`src/rtl/pmap_pkg.sv`:
```
package pmap_pkg;
  localparam int ATTR_W = 4;
  localparam int BIT_ONB = 0;
  localparam int BIT_PASS = 1;
  localparam int BIT_WP = 2;
  localparam int BIT_SPARE = 3;
  // reset value: passthrough only
  localparam logic [ATTR_W-1:0] ATTR_RESET = 4'b0010;

  typedef struct packed {
    logic onboard;
    logic pass;
    logic wstrobe;
    logic spare;
  } sel_t;
endpackage

```
`src/rtl/pmap_table.sv`:
```
module pmap_table
  import pmap_pkg::*;
#(
  parameter int PAGE_W = 8,
  localparam int PAGES = 1 << PAGE_W
) (
  input  logic                    clk_i,
  input  logic                    rst_ni,
  input  logic                    we_i,
  input  logic [PAGE_W-1:0]       waddr_i,
  input  logic [ATTR_W-1:0]       wdata_i,
  input  logic [PAGE_W-1:0]       raddr_i,
  output logic [ATTR_W-1:0]       rdata_o,
  output logic [PAGES*ATTR_W-1:0] mem_o
);
  logic [PAGES*ATTR_W-1:0] mem_q;

  for (genvar g = 0; g < PAGES; g++) begin : g_ent
    always_ff @(posedge clk_i or negedge rst_ni) begin
      if (!rst_ni)
        mem_q[g*ATTR_W +: ATTR_W] <= ATTR_RESET;
      else if (we_i && (waddr_i == PAGE_W'(g)))
        mem_q[g*ATTR_W +: ATTR_W] <= wdata_i;
    end
  end

  assign rdata_o = mem_q[int'(raddr_i)*ATTR_W +: ATTR_W];
  assign mem_o   = mem_q;
endmodule

```
`src/rtl/pmap_decode.sv`:
```
module pmap_decode
  import pmap_pkg::*;
(
  input  logic [ATTR_W-1:0] attr_i,
  input  logic              cpu_rw_i,
  input  logic              phi2_i,
  output sel_t              sel_o
);
  always_comb begin
    sel_o.onboard = attr_i[BIT_ONB];
    // onboard wins when both target bits are set
    sel_o.pass    = attr_i[BIT_PASS] & ~attr_i[BIT_ONB];
    sel_o.wstrobe = ~cpu_rw_i & phi2_i & ~attr_i[BIT_WP];
    sel_o.spare   = attr_i[BIT_SPARE];
  end
endmodule

```
`src/rtl/page_map_decoder.sv`:
```
module page_map_decoder
  import pmap_pkg::*;
#(
  parameter int ADDR_W = 16,
  parameter int PAGE_W = 8,
  localparam int PAGES = 1 << PAGE_W,
  localparam int OFF_W = ADDR_W - PAGE_W
) (
  input  logic              clk_i,
  input  logic              rst_ni,
  input  logic [ADDR_W-1:0] cpu_addr_i,
  input  logic              cpu_rw_i,
  input  logic              phi2_i,
  input  logic              hold_i,
  input  logic [PAGE_W-1:0] cfg_page_i,
  input  logic [ATTR_W-1:0] cfg_data_i,
  input  logic              cfg_we_i,
  output logic              onboard_sel_o,
  output logic              mb_pass_o,
  output logic              wr_strobe_o,
  output logic              spare_sel_o
);
  logic [PAGE_W-1:0]       page;
  logic [ATTR_W-1:0]       attr;
  logic [PAGES*ATTR_W-1:0] tbl;
  logic                    tbl_we;
  sel_t                    sel;

  assign page   = cpu_addr_i[ADDR_W-1 -: PAGE_W];
  assign tbl_we = cfg_we_i & hold_i;

  pmap_table #(.PAGE_W(PAGE_W)) u_table (
    .clk_i   (clk_i),
    .rst_ni  (rst_ni),
    .we_i    (tbl_we),
    .waddr_i (cfg_page_i),
    .wdata_i (cfg_data_i),
    .raddr_i (page),
    .rdata_o (attr),
    .mem_o   (tbl)
  );

  pmap_decode u_decode (
    .attr_i   (attr),
    .cpu_rw_i (cpu_rw_i),
    .phi2_i   (phi2_i),
    .sel_o    (sel)
  );

  assign onboard_sel_o = sel.onboard;
  assign mb_pass_o     = sel.pass;
  assign wr_strobe_o   = sel.wstrobe;
  assign spare_sel_o   = sel.spare;

  AST_SEL_EXCL: assert property (@(posedge clk_i) disable iff (!rst_ni)
    !(onboard_sel_o && mb_pass_o));
  AST_WP_BLOCK: assert property (@(posedge clk_i) disable iff (!rst_ni)
    attr[BIT_WP] |-> !wr_strobe_o);
  AST_STROBE_QUAL: assert property (@(posedge clk_i) disable iff (!rst_ni)
    wr_strobe_o |-> (!cpu_rw_i && phi2_i));
  AST_HOLD_GATE: assert property (@(posedge clk_i) disable iff (!rst_ni)
    !hold_i |=> $stable(tbl));
  AST_CFG_APPLY: assert property (@(posedge clk_i) disable iff (!rst_ni)
    (hold_i && cfg_we_i) |=>
      tbl[int'($past(cfg_page_i))*ATTR_W +: ATTR_W] == $past(cfg_data_i));
endmodule

```
`config.mk`:
```
export PLATFORM = sky130hd
export DESIGN_NAME = page_map_decoder
export DESIGN_NICKNAME = d
export VERILOG_FILES = /design/src/rtl/pmap_pkg.sv /design/src/rtl/pmap_table.sv /design/src/rtl/pmap_decode.sv /design/src/rtl/page_map_decoder.sv
export SDC_FILE = /design/constraint.sdc
export NUM_CORES = 1
export LEC_CHECK = 0
export ABC_AREA = 1
export CAP_MARGIN = 5
export CORE_MARGIN = 2
export CORE_UTILIZATION = 35
export DETAILED_ROUTE_END_ITERATION = 10
export SLEW_MARGIN = 15
export SYNTH_ARGS = -nofsm -noshare
export SYNTH_HDL_FRONTEND = slang
export SYNTH_SLANG_ARGS = --single-unit
```
`constraint.sdc`:
```
create_clock -name clk_i -period 1.8 [get_ports clk_i]
set_input_delay 0.18 -clock clk_i [delete_from_list [all_inputs] [get_ports clk_i]]
set_output_delay 0.18 -clock clk_i [all_outputs]
set_load 0.03 [all_outputs]
```
==> impl_metrics.csv, run 1 <==
group,metric,value,unit
timing,finalClockSkew,0,ns
detailed_routing,postRouteAntennaNets,0,
detailed_routing,dr_wl_met2,66.7,mm
clocking,clock_sinks,1024,
layout,final_cell_mix,"2248 x nand2_1, 1086 x o21ai_0, 768 x dfrtp_1",
layout,finish.utilization,43.1,%
global_routing,grt_pass1_wl,238,mm
detailed_routing,wirelength,151,mm
clocking,clkTransAtPathRegs,0.06,ns
placed_design,dp_hpwl,97.6,mm
clocking,cts_made_buffers,113,
synth,netlist_instances,5844,
detailed_routing,drc,0,
outcome,status,"finished with violations",
floorplan,dieArea,0.137,sq mm
clocking,cts_root_buf,"clkbuf_16",
detailed_routing,met1Wirelength,68.6,mm
placed_design,place.gp.congestion,0.881,
worst_setup_path,cp.depth,12,
floorplan,die_w,371,um
clocking,clk_latency,0.70,ns
pwr,pwr_density_cell,925,mW/mm^2
worst_setup_path,r2r_slack,0.92,ns
worst_setup_path,worst-path-buf-inv,1,
detailed_routing,wl_per_cell,19.2,um
global_routing,grtUsageTotal,22.0,%
detailed_routing,met3_length,10.8,mm
worst_setup_path,crit_arrival,2.52,ns
layout,fin_nets,6050,
global_routing,antenna_found_initial,1,
worst_setup_path,r2r_cells,4,
timing,hold_viol_final,0,
job,maxCapViolCount,0,
layout,final_common_cell,"nand2_1",
worst_setup_path,max_stage_delay,0.38,ns
global_routing,gr-total-overflow,0,
floorplan,coreArea,0.133,sq mm
worst_setup_path,endpoint_kind,"output port",
synth,synth_fp_nets,5878,
detailed_routing,drt_iter0_drc,4369,
placed_design,pre_cts_slack,-0.800,ns
timing,fin_setup_tns,-3.15,ns
timing,clock.fmax,0.370,GHz
worst_setup_path,path_max_fanout,2,
clocking,htree_levels,3,
synth,synth_warnings,0,
layout,fill_cells,13200,
layout,largest_reg_flops,1024,
layout,multiInputGateArea,0.0201,sq mm
timing,worstMarginPinSlew,0.706,ns
timing,hold-worst-slack,0.216,ns
detailed_routing,post_drt_via_cell_ratio,5.27,
layout,antenna_cells,0,
timing,finalWorstPathRequiredPeriod,2.70,ns
timing,rsz0062_at_grt,"true",
floorplan,num_io_pins,38,
worst_setup_path,cpMostUsedCell,"nand3_1",
pwr,ir_drop,0.720,mV
layout,ff_latch_area,0.0259,sq mm
timing,final-setup-viol-count,4,
timing,slew_viol_final,0,
worst_setup_path,critPathLaunchType,"flip-flop",
floorplan,die_h,371,um
synth,synth_seq_area_share,55.1,%
worst_setup_path,crit_slowest_cell,"dfrtp_1",
floorplan,rows,134,
synth,synth_area,0.0471,sq mm
worst_setup_path,path_class,"flip-flop to output port",
timing,slew_headroom,52.8,%
floorplan,initial_core_util,35.3,%
layout,drive_gt1_share,16.7,%
worst_setup_path,crit_family,"simple AND/OR/NAND/NOR gates",
global_routing,grt_pass1_vias,40700,
timing,min_period_over_period,150,%
outcome,violations,"negative setup slack",
pwr,p_leak,0.0241,uW
clocking,cts_tree,"yes",
global_routing,grt_start_max_net_pins,92,
detailed_routing,dr.pass1.iters,5,
clocking,clockBufferDepth,3,
layout,areaGrowthSynthToFinish,22.1,%
worst_setup_path,crit_chain,"nand2_1, nand3_1, nand3_1, nand3_1, nand3_1, nand2_1, nand2_1, nand3_2, nand3_2, nand2_2, nor2_4, buf_12",
worst_setup_path,critPathRequiredTime,1.62,ns
detailed_routing,via_count,41600,
synth,syn_area_per_cell,8.05,sq um
detailed_routing,highest_layer,"met4",
synth,synth-seq-cells,1024,
placed_design,port_buffers,29,
timing,worst_slack,-0.900,ns
synth,yosys.cell_types.count,23,
min_path,hp-class,"input pin to asynchronous set/reset pin",
==> synthesized netlist by cell type (all sizes together) <==
cell type | count | share of area, %
o22ai | 27 | 0.36
dfstp | 256 | 14
inv | 39 | 0.31
nor3 | 18 | 0.37
nor2 | 95 | 0.78
nand3 | 878 | 9.3
or2 | 2 | 0.027
clkinv | 2 | 0.016
clkbuf | 189 | 1.5
a21oi | 18 | 0.19
nand2 | 2280 | 18
dfrtp | 768 | 41
buf | 178 | 2.1
o21ai | 1094 | 12
==> what timing repair did <==
| item | in CTS | in global routing |
|---|---|---|
| pin swaps | 46 | 49 |
| hold buffers | 2 | 0 |
| setup buffers | 2 | 3 |
| cloned | 0 | 0 |
| endpoints found under the hold margin | 691 | 0 |
| setup endpoints to repair | 4 | 4 |
| resized for setup | 91 | 71 |
==> power by group <==
part           switching (uW)  total, uW  internal [uW]
sequential                363      24100          23800
clock                    9600      23900          14300
combinational            3320       5140           1820
==> worst paths after layout <==
path	startpoint	end
min in group clk_i	cfg_data_i[3]	u_table.mem_o[267]$_DFFE_PN0P_
hold reg to reg	u_table.mem_o[871]$_DFFE_PN0P_	u_table.mem_o[871]$_DFFE_PN0P_
setup reg to reg	u_table.mem_o[46]$_DFFE_PN0P_	u_table.mem_o[46]$_DFFE_PN0P_
max in group asynchronous	rst_ni	u_table.mem_o[668]$_DFFE_PN0P_
hold / removal	rst_ni	u_table.mem_o[669]$_DFFE_PN1P_
setup / recovery	u_table.mem_o[568]$_DFFE_PN0P_	mb_pass_o
==> cell type report <==
type | count | area share (%)
inverters | 41 | 0.350
well taps | 1768 | 3.85
multi-input cells | 4412 | 35.0
repair buffers | 424 | 9.00
clock buffers | 186 | 6.12
clock inverters | 28 | 0.577
flip-flops and latches | 1024 | 45.1
==> kinds of logic (layout without fill, tap and decap cells) <==
logic type | Yosys count | in the layout | share of synthesized area, %
AND/OR/NAND/NOR | 3273 | 3273 | 28.7
AO/OA/AOI/OAI | 1139 | 1139 | 12.2
flip-flops | 1024 | 1024 | 55.1
buffers and inverters | 408 | 679 | 3.98
==> layer usage <==
layer | track usage, % | up-vias
li1 | - | 19800
met1 | 30.5 | 20200
met2 | 34.2 | 1308
met3 | 4.91 | 257
met4 | 7.16 | 0
met5 | 0 | -
==> metrics by stage <==
stage          power (uW)  area, sq um  instances
2_1_floorplan       26800        47100       5844
3_3_place_gp        29400        52800       7663
3_5_place_dp        29500        52800       7663
4_1_cts             53500        57100       7880
5_1_grt             55100        57500       7883
6_report            53100        57500       7883
Power figures use the tool's default switching activity.
==> run 2: changes to the inputs <==
--- a/config.mk
+++ b/config.mk
@@ -9,7 +9,9 @@
 export CAP_MARGIN = 5
 export CORE_MARGIN = 2
 export CORE_UTILIZATION = 35
+export CTS_BUF_LIST = sky130_fd_sc_hd__clkbuf_8
 export DETAILED_ROUTE_END_ITERATION = 10
+export PLACE_DENSITY_LB_ADDON = 0.05
 export SLEW_MARGIN = 15
 export SYNTH_ARGS = -nofsm -noshare
 export SYNTH_HDL_FRONTEND = slang
==> impl_metrics.csv, run 2 (synthesis gave the netlist of run 1 again) <==
group,metric,value,unit
outcome,status,"finished with violations",
outcome,violations,"negative setup slack",
layout,fin_nets,6199,
worst_setup_path,critPathRequiredTime,1.62,ns
worst_setup_path,crit_chain,"nand2_2, nand3_2, nand3_2, nand3_2, nand3_2, nand2_2, nand2_2, nand3_4, nand2_2, nand2_2, nand2_2, nor2_4, buf_12",
detailed_routing,dr.pass1.iters,7,
clocking,clk_latency,0.88,ns
global_routing,grt_start_max_net_pins,98,
floorplan,die_h,371,um
timing,finalWorstPathRequiredPeriod,2.92,ns
layout,multiInputGateArea,0.0203,sq mm
detailed_routing,via_count,41500,
floorplan,dieArea,0.137,sq mm
layout,instances_no_fill,8097,
timing,hold_viol_final,0,
worst_setup_path,critPathLaunchType,"flip-flop",
worst_setup_path,crit_family,"simple AND/OR/NAND/NOR gates",
clocking,clockBufferDepth,3,
layout,finish.utilization,43.8,%
timing,slew_viol_final,0,
placed_design,place.gp.congestion,0.845,
clocking,cts_root_buf,"clkbuf_8",
worst_setup_path,max_stage_delay,0.55,ns
layout,fill_cells,13600,
floorplan,die_w,371,um
layout,ff_latch_area,0.0259,sq mm
layout,largest_reg_flops,1024,
timing,worstMarginPinSlew,0.614,ns
placed_design,place_inst,7737,
worst_setup_path,worst-path-buf-inv,1,
floorplan,num_io_pins,38,
layout,drive_gt1_share,19.7,%
job,maxCapViolCount,0,
global_routing,grt_busiest_layer,"met2",
detailed_routing,wirelength,170,mm
detailed_routing,post_drt_via_cell_ratio,5.12,
worst_setup_path,crit_slowest_cell,"dfstp_2",
clocking,cts_tree,"yes",
timing,finalClockSkew,0,ns
detailed_routing,drt_iter0_drc,3602,
pwr,ir_drop,0.645,mV
clocking,clkTransAtPathRegs,0.06,ns
detailed_routing,wl_per_cell,21.0,um
timing,final-setup-viol-count,4,
worst_setup_path,endpoint_kind,"output port",
layout,final_common_cell,"nand2_1",
detailed_routing,drc,0,
pwr,p_leak,0.0249,uW
global_routing,met1_usage,36.2,%
global_routing,grt_pass1_vias,41300,
timing,rsz0062_at_grt,"true",
clocking,cts_made_buffers,187,
layout,final_cell_mix,"2240 x nand2_1, 1074 x o21ai_0, 768 x dfrtp_1",
clocking,clock_sinks,1024,
worst_setup_path,path_max_fanout,2,
placed_design,pre_cts_slack,-1.14,ns
layout,areaGrowthSynthToFinish,24.1,%
timing,worst_slack,-1.12,ns
worst_setup_path,crit_arrival,2.74,ns
timing,min_period_over_period,162,%
global_routing,use_met2,38.6,%
floorplan,initial_core_util,35.3,%
placed_design,port_buffers,29,
timing,slew_headroom,59.0,%
global_routing,grt_pass1_wl,262,mm
global_routing,gr-usage-met3,3.88,%
placed_design,dp_hpwl,113,mm
timing,clock.fmax,0.342,GHz
worst_setup_path,path_class,"flip-flop to output port",
floorplan,rows,134,
clocking,htree_levels,4,
pwr,pwr_density_cell,915,mW/mm^2
detailed_routing,postRouteAntennaNets,0,
worst_setup_path,cpMostUsedCell,"nand2_2",
floorplan,coreArea,0.133,sq mm
global_routing,grtUsageTotal,25.0,%
global_routing,antenna_found_initial,6,
global_routing,gr-total-overflow,0,
min_path,hp-class,"input pin to flip-flop",
==> run 2: cell count changes in the layout (fill, tap and decap cells not counted), moves of 8 or more <==
cell | previous run | this run
nand2_1 | 2248 | 2240
clkbuf_1 | 36 | 0
clkbuf_8 | 33 | 256
clkinv_2 | 16 | 32
inv_1 | 31 | 83
clkbuf_16 | 117 | 0
nand3_1 | 764 | 740
nand3_2 | 105 | 127
o21ai_0 | 1086 | 1074
o21ai_1 | 8 | 19
buf_12 | 153 | 145
buf_4 | 245 | 326
==> run 2: final timing paths <==
| check | end | slack (ns) | from | depth (start not counted) |
|---|---|---|---|---|
| hold reg to reg | u_table.mem_o[498]$_DFFE_PN0P_ | 0.48 | u_table.mem_o[498]$_DFFE_PN0P_ | 2 |
| setup reg to reg | u_table.mem_o[986]$_DFFE_PN0P_ | 0.87 | u_table.mem_o[986]$_DFFE_PN0P_ | 4 |
| min in group asynchronous | u_table.mem_o[20]$_DFFE_PN0P_ | 0.57 | rst_ni | 4 |
| hold / removal | u_table.mem_o[250]$_DFFE_PN0P_ | 0.12 | cfg_data_i[2] | 3 |
| setup / recovery | mb_pass_o | -1.12 | u_table.mem_o[1017]$_DFFE_PN1P_ | 13 |
| max in group asynchronous | u_table.mem_o[152]$_DFFE_PN0P_ | 0.43 | rst_ni | 4 |
==> run 2: final cells by class <==
type / instances / share of cell area, %
repair buffers: 499 / 9.66
clock buffers: 256 / 6.03
flip-flops and latches: 1024 / 44.4
inverters: 41 / 0.351
well taps: 1768 / 3.79
diodes: 3 / 0.0129
multi-input cells: 4412 / 34.8
clock inverters: 94 / 0.956
==> run 2: routing by layer <==
layer	routed length, um	vias to the layer above	share of wire (%)
met5	13	-	0.0077
met4	3660	2	2.2
met3	7890	236	4.6
met2	76100	1013	45
met1	82200	20100	48
li1	-	20100	-
==> run 2: worst min-delay path: cells and delay by family <==
family | cells | cell delay [ns]
buf+inv | 2 | 0.66
compound gates | 1 | 0.10
==> run 2: report_power, final <==
part / internal, uW / total (uW) / switching [uW] / leakage, uW
clock: 13400 / 23900 / 10500 / 0.00233
combinational: 1890 / 5370 / 3480 / 0.00930
sequential: 23800 / 24200 / 371 / 0.0133
==> run 2: through the flow <==
| stage | power, uW | hold WS [ns] | TNS (ns) | cell area (sq um) |
|---|---|---|---|---|
| after floorplan | 26800 | -0.116 | -0.0248 | 47100 |
| after global placement | 29700 | 0.0755 | -311.82 | 53300 |
| after detailed placement | 29700 | 0.0696 | -327.27 | 53300 |
| after CTS | 54000 | 0.0243 | -4.54 | 57900 |
| after global routing | 55700 | 0.0942 | -4.70 | 58400 |
| final | 53400 | 0.123 | -4.16 | 58400 |
==> run 2: repair_timing <==
action,CTS,global route
setup endpoints to repair,4,4
buffers inserted,1,3
hold buffers,4,0
pin swaps,38,55
endpoints found under the hold margin,983,0
gates resized for setup,102,113
